===== src/rtl/ecc_store_pkg.sv =====
package ecc_store_pkg;
  localparam int DATA_W = 16;
  localparam int CHK_W  = 6;
  localparam int CW_W   = DATA_W + CHK_W;
  localparam int BURST  = 4;
  localparam int CNT_W  = $clog2(BURST);

  typedef enum logic [1:0] {
    OP_NOP   = 2'b00,
    OP_READ  = 2'b01,
    OP_ERASE = 2'b10,
    OP_PROG  = 2'b11
  } op_e;

  // k-th smallest 6-bit value with three ones: odd-weight data column
  function automatic logic [CHK_W-1:0] hcol(input int k);
    logic [CHK_W-1:0] r;
    int n;
    r = '0;
    n = 0;
    for (int v = 0; v < 64; v++) begin
      if ($countones(v[CHK_W-1:0]) == 3) begin
        if (n == k) r = v[CHK_W-1:0];
        n++;
      end
    end
    return r;
  endfunction

  function automatic logic [CHK_W-1:0] raw_par(input logic [DATA_W-1:0] d);
    logic [CHK_W-1:0] p;
    p = '0;
    for (int k = 0; k < DATA_W; k++)
      if (d[k]) p = p ^ hcol(k);
    return p;
  endfunction

  // offset so that the all-ones word carries all-ones check bits
  localparam logic [CHK_W-1:0] CHK_OFS = raw_par({DATA_W{1'b1}}) ^ {CHK_W{1'b1}};

  function automatic logic [CHK_W-1:0] chk_of(input logic [DATA_W-1:0] d);
    return raw_par(d) ^ CHK_OFS;
  endfunction
endpackage


===== src/rtl/ecc_enc.sv =====
module ecc_enc
  import ecc_store_pkg::*;
(
  input  logic [DATA_W-1:0] data_i,
  output logic [CW_W-1:0]   cw_o
);
  assign cw_o = {chk_of(data_i), data_i};
endmodule


===== src/rtl/ecc_dec.sv =====
module ecc_dec
  import ecc_store_pkg::*;
(
  input  logic [CW_W-1:0]   cw_i,
  output logic [DATA_W-1:0] data_o,
  output logic              sec_o,
  output logic              ded_o
);
  logic [CHK_W-1:0]  syn;
  logic [DATA_W-1:0] flip;

  always_comb begin
    syn = cw_i[CW_W-1:DATA_W] ^ chk_of(cw_i[DATA_W-1:0]);
    for (int k = 0; k < DATA_W; k++)
      flip[k] = (syn == hcol(k));
    data_o = cw_i[DATA_W-1:0] ^ flip;
    sec_o  = (syn != '0) && ((|flip) || ($countones(syn) == 1));
    ded_o  = (syn != '0) && !sec_o;
  end
endmodule


===== src/rtl/ecc_cell_array.sv =====
module ecc_cell_array
  import ecc_store_pkg::*;
#(
  parameter int DEPTH  = 20,
  parameter int ADDR_W = 5
) (
  input  logic                       clk,
  input  logic                       rst_n,
  input  logic                       erase_en,
  input  logic                       prog_en,
  input  logic [ADDR_W-1:0]          base,
  input  logic [CNT_W-1:0]           cnt,
  input  logic [BURST-1:0][CW_W-1:0] cw_in,
  output logic [BURST-1:0][CW_W-1:0] rd_cw
);
  localparam int IW = ADDR_W + 1;

  logic [CW_W-1:0] cells [DEPTH];

  for (genvar w = 0; w < DEPTH; w++) begin : g_word
    logic [CW_W-1:0] mem_q, mem_d;
    logic [IW-1:0]   off;
    logic            wr_en;

    always_comb begin
      off   = IW'(w) - {1'b0, base};
      mem_d = mem_q;
      wr_en = 1'b0;
      if (erase_en && off == '0) begin
        mem_d = '1;
        wr_en = 1'b1;
      end else if (prog_en && off <= IW'(cnt)) begin
        mem_d = mem_q & cw_in[off[CNT_W-1:0]];
        wr_en = 1'b1;
      end
    end

    always_ff @(posedge clk or negedge rst_n) begin
      if (!rst_n)     mem_q <= '1;
      else if (wr_en) mem_q <= mem_d;
    end

    assign cells[w] = mem_q;
  end

  for (genvar i = 0; i < BURST; i++) begin : g_rd
    logic [IW-1:0] idx;
    always_comb begin
      idx      = {1'b0, base} + IW'(i);
      rd_cw[i] = (idx < IW'(DEPTH)) ? cells[idx[ADDR_W-1:0]] : '1;
    end
  end
endmodule


===== src/rtl/ecc_word_store.sv =====
module ecc_word_store
  import ecc_store_pkg::*;
#(
  parameter int DEPTH  = 20,
  parameter int ADDR_W = 5
) (
  input  logic                    clk,
  input  logic                    rst_n,
  input  logic                    cmd_valid,
  output logic                    cmd_ready,
  input  logic [1:0]              cmd_op,
  input  logic [ADDR_W-1:0]       cmd_addr,
  input  logic [CNT_W-1:0]        cmd_cnt,
  input  logic [BURST*DATA_W-1:0] cmd_wdata,
  output logic                    rsp_valid,
  output logic [DATA_W-1:0]       rsp_rdata,
  output logic                    rsp_sec,
  output logic                    rsp_ded,
  output logic                    rsp_acc_err,
  output logic [1:0]              rsp_status
);
  localparam int IW = ADDR_W + 1;

  // command hold registers
  logic                          busy_q, busy_d;
  op_e                           op_q, op_d;
  logic [ADDR_W-1:0]             addr_q, addr_d;
  logic [CNT_W-1:0]              cnt_q, cnt_d;
  logic [BURST-1:0][DATA_W-1:0]  wdata_q, wdata_d;
  logic                          err_q, err_d;
  // response registers
  logic                          vld_q, vld_d;
  logic [DATA_W-1:0]             rdata_q, rdata_d;
  logic                          sec_q, sec_d, ded_q, ded_d, aerr_q, aerr_d;
  logic [1:0]                    stat_q, stat_d;

  logic                          accept, oob;
  op_e                           op_in;
  logic [IW-1:0]                 last;
  logic [BURST-1:0][DATA_W-1:0]  cmd_words, enc_in;
  logic [BURST-1:0][CW_W-1:0]    enc_cw, rd_cw;
  logic [ADDR_W-1:0]             arr_base;
  logic                          erase_en, prog_en;
  logic [DATA_W-1:0]             dec_data;
  logic                          dec_sec, dec_ded;
  logic [1:0]                    grade;

  assign cmd_ready = !busy_q;
  assign accept    = cmd_valid && cmd_ready;
  assign op_in     = op_e'(cmd_op);
  assign cmd_words = cmd_wdata;

  always_comb begin
    last = {1'b0, cmd_addr} + ((op_in == OP_PROG) ? IW'(cmd_cnt) : '0);
    oob  = (op_in != OP_NOP) && (last >= IW'(DEPTH));
  end

  // encoders serve the write at accept and the verify one cycle later
  assign enc_in = busy_q ? wdata_q : cmd_words;
  for (genvar i = 0; i < BURST; i++) begin : g_enc
    ecc_enc u_enc (.data_i(enc_in[i]), .cw_o(enc_cw[i]));
  end

  assign arr_base = busy_q ? addr_q : cmd_addr;
  assign erase_en = accept && (op_in == OP_ERASE) && !oob;
  assign prog_en  = accept && (op_in == OP_PROG)  && !oob;

  ecc_cell_array #(.DEPTH(DEPTH), .ADDR_W(ADDR_W)) u_array (
    .clk(clk), .rst_n(rst_n), .erase_en(erase_en), .prog_en(prog_en),
    .base(arr_base), .cnt(cmd_cnt), .cw_in(enc_cw), .rd_cw(rd_cw)
  );

  ecc_dec u_dec (.cw_i(rd_cw[0]), .data_o(dec_data), .sec_o(dec_sec), .ded_o(dec_ded));

  // post-program verify: worst word decides the grade
  always_comb begin
    grade = 2'b00;
    for (int i = 0; i < BURST; i++) begin
      if ((CNT_W+1)'(i) <= {1'b0, cnt_q}) begin
        if ($countones(rd_cw[i] ^ enc_cw[i]) > 1)
          grade = 2'b11;
        else if ($countones(rd_cw[i] ^ enc_cw[i]) == 1 && grade == 2'b00)
          grade = 2'b10;
      end
    end
  end

  // next state
  always_comb begin
    busy_d  = busy_q;
    op_d    = op_q;
    addr_d  = addr_q;
    cnt_d   = cnt_q;
    wdata_d = wdata_q;
    err_d   = err_q;
    vld_d   = busy_q;
    rdata_d = rdata_q;
    sec_d   = sec_q;
    ded_d   = ded_q;
    aerr_d  = aerr_q;
    stat_d  = stat_q;
    if (accept) begin
      busy_d  = 1'b1;
      op_d    = op_in;
      addr_d  = cmd_addr;
      cnt_d   = cmd_cnt;
      wdata_d = cmd_words;
      err_d   = oob;
      stat_d  = 2'b00;
    end else if (busy_q) begin
      busy_d  = 1'b0;
      rdata_d = (op_q == OP_READ && !err_q) ? dec_data : '0;
      sec_d   = (op_q == OP_READ && !err_q) && dec_sec;
      ded_d   = (op_q == OP_READ && !err_q) && dec_ded;
      aerr_d  = err_q;
      stat_d  = (op_q == OP_PROG && !err_q) ? grade : 2'b00;
    end
  end

  always_ff @(posedge clk or negedge rst_n) begin
    if (!rst_n) begin
      busy_q  <= 1'b0;
      op_q    <= OP_NOP;
      addr_q  <= '0;
      cnt_q   <= '0;
      wdata_q <= '0;
      err_q   <= 1'b0;
      vld_q   <= 1'b0;
      rdata_q <= '0;
      sec_q   <= 1'b0;
      ded_q   <= 1'b0;
      aerr_q  <= 1'b0;
      stat_q  <= 2'b00;
    end else begin
      busy_q  <= busy_d;
      op_q    <= op_d;
      addr_q  <= addr_d;
      cnt_q   <= cnt_d;
      wdata_q <= wdata_d;
      err_q   <= err_d;
      vld_q   <= vld_d;
      rdata_q <= rdata_d;
      sec_q   <= sec_d;
      ded_q   <= ded_d;
      aerr_q  <= aerr_d;
      stat_q  <= stat_d;
    end
  end

  assign rsp_valid   = vld_q;
  assign rsp_rdata   = rdata_q;
  assign rsp_sec     = sec_q;
  assign rsp_ded     = ded_q;
  assign rsp_acc_err = aerr_q;
  assign rsp_status  = stat_q;
endmodule


===== config.mk =====
export PLATFORM = sky130hd
export DESIGN_NAME = ecc_word_store
export DESIGN_NICKNAME = d
export VERILOG_FILES = /design/src/rtl/ecc_store_pkg.sv /design/src/rtl/ecc_enc.sv /design/src/rtl/ecc_dec.sv /design/src/rtl/ecc_cell_array.sv /design/src/rtl/ecc_word_store.sv
export SDC_FILE = /design/constraint.sdc
export NUM_CORES = 2
export LEC_CHECK = 0
export CAP_MARGIN = 20
export CORE_MARGIN = 2
export CORE_UTILIZATION = 38
export DETAILED_ROUTE_END_ITERATION = 8
export PLACE_DENSITY = 0.59
export SLEW_MARGIN = 0
export SYNTH_ARGS = -nofsm -noshare
export SYNTH_HDL_FRONTEND = slang
export SYNTH_SLANG_ARGS = --single-unit

===== constraint.sdc =====
create_clock -name clk -period 8.2 [get_ports clk]
set_clock_uncertainty 0.2 [all_clocks]
set_input_delay 2.46 -clock clk [delete_from_list [all_inputs] [get_ports clk]]
set_output_delay 2.46 -clock clk [all_outputs]
set_load 0.02 [all_outputs]

---- Word-level counts from Yosys, hierarchy flattened ----
Index checks and enable logic that the tools add are counted.
operators by class
  bitwise gates (word level) .............. 111
  equal/unequal tests ..................... 1450
  add/subtract/negate cells ............... 1553
  order comparisons ....................... 56
  muxes and demuxes ....................... 3350
  reductions and logical operators ........ 223
operator list
  kind                     number
  $mux W32                 1520
  $add A32 B2 Y32 const B  1440
  $eq A32 B5 Y1 const B    760
  $eq A32 B4 Y1 const B    380
  $mux W6                  1039
  $eq A32 B3 Y1 const B    190
  $eq A32 B2 Y1 const B    96
  $logic_not A32 Y1        95
  $mux W5                  414
  $mux W22                 72
  $mux W4                  223
  $bmux W22 S2             20
  $xor A6 B6 Y6            76
  $and A22 B22 Y22         20
  $bmux W22 S5             4
  $gt A32 B2 Y1 const B    4
  $le A6 B2 Y1             20
  $logic_not A6 Y1         20
  $add A1 B1 Y2            47
  $xor A22 B22 Y22         4
  $add A32 B32 Y32         2
  $mux W64                 1
  $add A2 B2 Y3            20
  $lt A2 B3 Y1 const B     20
  other kinds (40)         256
word-level totals
  output and inout port bits .............. 23
  flip-flop bits (word level) ............. 537
  logic and storage cells ................. 6778
  input bits .............................. 76

---- Logic depth before layout (Yosys ltp) ----
  depth in word-level cells ............... 99
  gate-level depth with buffers ........... 39

---- Hierarchy ----
Synthesis repeated with hierarchy kept, for this count alone.
second synthesis, totals
  cells, all modules ...................... 3933
  area total of the unflattened synthesis .. 43691.9 um^2
modules (own cells, without submodules)
  module                        sequential area each (um^2)  area an instance (um^2)  instances  cells an instance
  ecc_cell_array                11561.1                      33667.3                  1          2924
  ecc_word_store                2427.3                       7285.7                   1          727
  ecc_dec                       0.0                          984.7                    1          102
  ecc_enc (g_enc[1].u_enc ...)  0.0                          436.7                    2          45
  ecc_enc (g_enc[3].u_enc)      0.0                          452.9                    1          46
  ecc_enc (g_enc[0].u_enc)      0.0                          427.9                    1          44

---- Worst setup path before layout ----
No wires, ideal clock.
  path kind ............................... in2reg
  from .................................... in cmd_addr[0]
  to ...................................... reg stat_q[1], in the netlist rsp_status[1]
  stages .................................. 35
  slack ................................... -2.715 ns
  buffers on the path ..................... 9
  arrival time ............................ 10.597 ns
  cells stage by stage .................... mux2i_4 inv_4 buf_6 buf_6 buf_4 buf_4 buf_2 buf_2 buf_1 ha_1 buf_2 xnor2_2 buf_4 mux4_2 nand2_1 a22o_1 a21oi_1 nor2_1 xor2_1 fa_1 fa_1 fa_1 fa_1 inv_1 fa_1 ha_1 inv_1 fa_1 nor2b_1 nand2_1 a2111oi_0 nand2_1 a221oi_1 a21oi_1 a21o_1
on the way
  word-level cells in the longest chain between the ends .. 33
  elaborated cells on any way between the ends .. 144
ends and longest elaborated chain
  item                                                                    line                   RTL
  start, declared                                                         ecc_word_store.sv:12   input logic [ADDR_W-1:0] cmd_addr,
  $mux W5 (*)                                                             ecc_word_store.sv:64   assign arr_base = busy_q ? addr_q : cmd_addr;
  parallel branches: the longest is 28 deep, another holds $add A5 B1 Y6  -
  $mux W2 (*)                                                             ecc_word_store.sv:79   if ((CNT_W+1)'(i) <= {1'b0, cnt_q}) begin
  $mux W2 (*)                                                             ecc_word_store.sv:116  stat_d = (op_q == OP_PROG && !err_q) ? grade : 2'b00;
  $mux W2 (*)                                                             ecc_word_store.sv:110  end else if (busy_q) begin
  $mux W2 (*)                                                             ecc_word_store.sv:102  if (accept) begin
  end signal, assigned                                                    ecc_word_store.sv:146  stat_q <= stat_d;
  end, declared                                                           ecc_word_store.sv:35   logic [1:0] stat_q, stat_d;
Every way passes the cells marked *. The select of a mux whose other input is x is not followed.
A chain may end at the register's enable or synchronous reset.

---- Worst setup path in the final report ----
Ends and elaborated chain as after synthesis.

==> flow_summary.toml <==
[status]
status = "finished with violations"
violations = "negative setup slack"

[yosys]
synth_nets = 5154
synth_seq_cells = 537
synthArstFlopShare_pct = 100
syn_avg_cell_area_sq_um = 8.92
seq_area_frac_synth_pct = 31.7
ys_warn_count = 0
syn_inst = 4953
synthDistinctLibCells = 78
netlist_area_sq_um = 44200
synth-edff-count = 0
ys.flop_type = "dfstp_2"

[sta]
setup_ws_ps = -938
fmax_ghz = 0.109
rsz0062_at_grt = "true"
hold-worst-slack_ps = 272
finalSetupViolCount = 2
maxSlewViolCount = 0
finalHoldViolCount = 0
slew_headroom_pct = 16.1
timing.final.crit_share_pct = 111
fin_crit_ps = 9140
tightestPinTransition_ps = 1260

[pwr]
internal-power_w = 0.0121
switching_share_pct = 46.3
pwr-share-clk_pct = 15.3
pwr-share-seq_pct = 16.8
vdd_drop_max_v = 0.00133
leakagePower_nw = 23.9
comb_power_share_pct = 67.9
p_switching_w = 0.0104
power_density_nw_per_um2 = 418

[grt]
grt_pass1_wl_um = 309000
grt_pass1_vias = 42300
gr-usage-all-layers_pct = 36.1
grt_max_degree = 133
antenna_found_initial = 15
grt_overflow_total = 0

[floorplanning]
chipWidth_um = 345
dieArea_sq_um = 119000
fp.dieH_um = 345
coreArea_sq_um = 116000
start_util_pct = 38.2
io_pins = 99
num_rows = 125

[cts]
cts_tree = "done"
cts_sinks = 537
cts_hold_buf = 0
htreeDepth = 3
cts_root_buf = "clkbuf_16"
cts_buffers = 72
clkLatencyLatePin_ps = 680
clkTransAtPathRegs_ps = 60
clock_path_buffers = 3

[worst_setup_path]
cp.required_ps = 8560
max_stage_delay_ps = 560
r2r-start = "busy_q"
arrival_ps = 9500
cpMostUsedCell = "fa_1"
crit_fanout = 5
worstSetupStartpointType = "input port"
crit_start = "cmd_addr[0]"
cp-end-kind = "flip-flop"
crit_slowest_cell = "fa_1"
path_class = "in2reg"

[routing]
drt_first_iter_violations = 6273
detail_route.wl_per_cell_um = 31.2
wl_um = 218000
routed_via_density = 6.32
vias = 44100
drc_errors = 0
drtAntennaViolNets = 0
first_pass_iters = 8

[placed_design]
gp_congestion = 1.07
place_ws_ps = -2230
place_hpwl_um = 152000
port_buffers = 98

[layout]
syn_to_final_growth_pct = 21.6
final_common_cell = "nand2_1"
drive_above_1_share_pct = 28.9
mostFrequentLayoutCells = "nand2_1, buf_4, o21ai_0, mux2i_1, dfstp_2"
fin_nets = 5585

[min_path]
hold_path_class = "reg2reg"
hold_start = "wdata_q[1]"

[run]
maxCapViolations = 0
synth_stat cells (all sizes together) (43+ instances only):
cell type,count,share of area (%)
a311oi,43,0.85
a221oi,47,0.93
mux4,177,9.0
and3,55,0.78
inv,78,0.69
o21ai,548,6.2
xnor2,163,3.6
nor2,93,0.80
clkbuf,161,1.4
nand3,197,2.2
a21oi,207,2.5
xor2,70,1.4
a31oi,45,0.65
fa,63,2.9
buf,224,3.4
ha,62,1.8
nand2,1408,12
dfstp,440,26
dfrtp,97,5.5
mux2i,484,11
kinds of logic (layout without fill, tap and decap cells):
group	count (synthesis)	in the layout	synth area share, %
other	0	7	0
xor gates and xnor gates	264	264	6.57
buffers and inverters	464	952	5.42
muxes	686	686	21.1
adders and majority gates	125	125	4.61
and+or+nand+nor	1861	1861	17.3
AOI/OAI and AO/OA	1016	1016	13.3
DFF	537	537	31.7
metrics by stage:
stage | utilization (%) | total power, W | TNS [ps] | instances | instance area [sq um]
after floorplan | - | 0.0129 | -3560 | 4953 | 44400
after global placement | 43.6 | 0.0182 | -5470 | 6799 | 50500
after detailed placement | 43.6 | 0.0182 | -5340 | 6801 | 50500
after CTS | 46.3 | 0.0219 | -1980 | 6957 | 53500
after global routing | 46.4 | 0.0241 | -2330 | 6966 | 53700
final | 46.4 | 0.0225 | -1820 | 6972 | 53700
critical path: cells and delay by family:
kind,cells,cell delay (ps)
buffers and inverters,11,1020
adder cells (fa/ha/maj),8,3350
multiplexers,2,520
AND/OR/NAND/NOR,5,490
AO/OA/AOI/OAI,6,1320
XOR/XNOR,2,350
power by group through the flow:
stage	clock (W)	sequential, W	combinational (W)
floorplan	0	0.00356	0.00937
global placement	0	0.00377	0.0144
detailed placement	0	0.00377	0.0144
CTS	0.00344	0.00373	0.0147
global route	0.00355	0.00380	0.0168
finish	0.00343	0.00378	0.0153
metal layers:
metal / track usage [%] / part of all wire (%) / vias up
met5: 0 / 0.011 / -
met4: 26.8 / 9.2 / 4
met3: 12.1 / 13 / 905
met2: 50.8 / 41 / 3230
met1: 45.8 / 37 / 21600
li1: - / - / 18300
state kept, by name, indices dropped and copies added, names as in the netlist:
signal	flops
addr_q	5
busy_q	1
cnt_q	2
err_q	1
op_q	2
rsp_acc_err	1
rsp_ded	1
rsp_rdata	16
rsp_sec	1
rsp_status	2
rsp_valid	1
u_array.g_word.mem_q	440
wdata_q	64
area by class of cell:
cell class | instances | area [sq um]
tap | 1524 | 1910
inverter | 79 | 335
fill | 11100 | 62000
sequential | 537 | 14000
multi-input combinational | 3952 | 28200
timing repair buffer | 742 | 6710
clock buffer | 101 | 2140
clock inverter | 30 | 383
antenna | 7 | 17.5
final timing paths:
kind / cells past startpoint / end / slack [ps]
max: 34 / rsp_status[1] / -940
min: 2 / wdata_q[1] / 270
max reg2reg: 29 / rsp_status[1] / 100
min reg2reg: 2 / wdata_q[1] / 270
max in group asynchronous: 2 / u_array.g_word[3].mem_q[8] / 4860
min in group asynchronous: 1 / u_array.g_word[6].mem_q[0] / 1920
timing repair:
action,in CTS,in global routing
setup endpoints to repair,2,2
pin swaps,32,34
buffers inserted,26,8
resized for setup,56,30
cloned,1,1
Note: power is estimated with default switching activity, not from simulation.
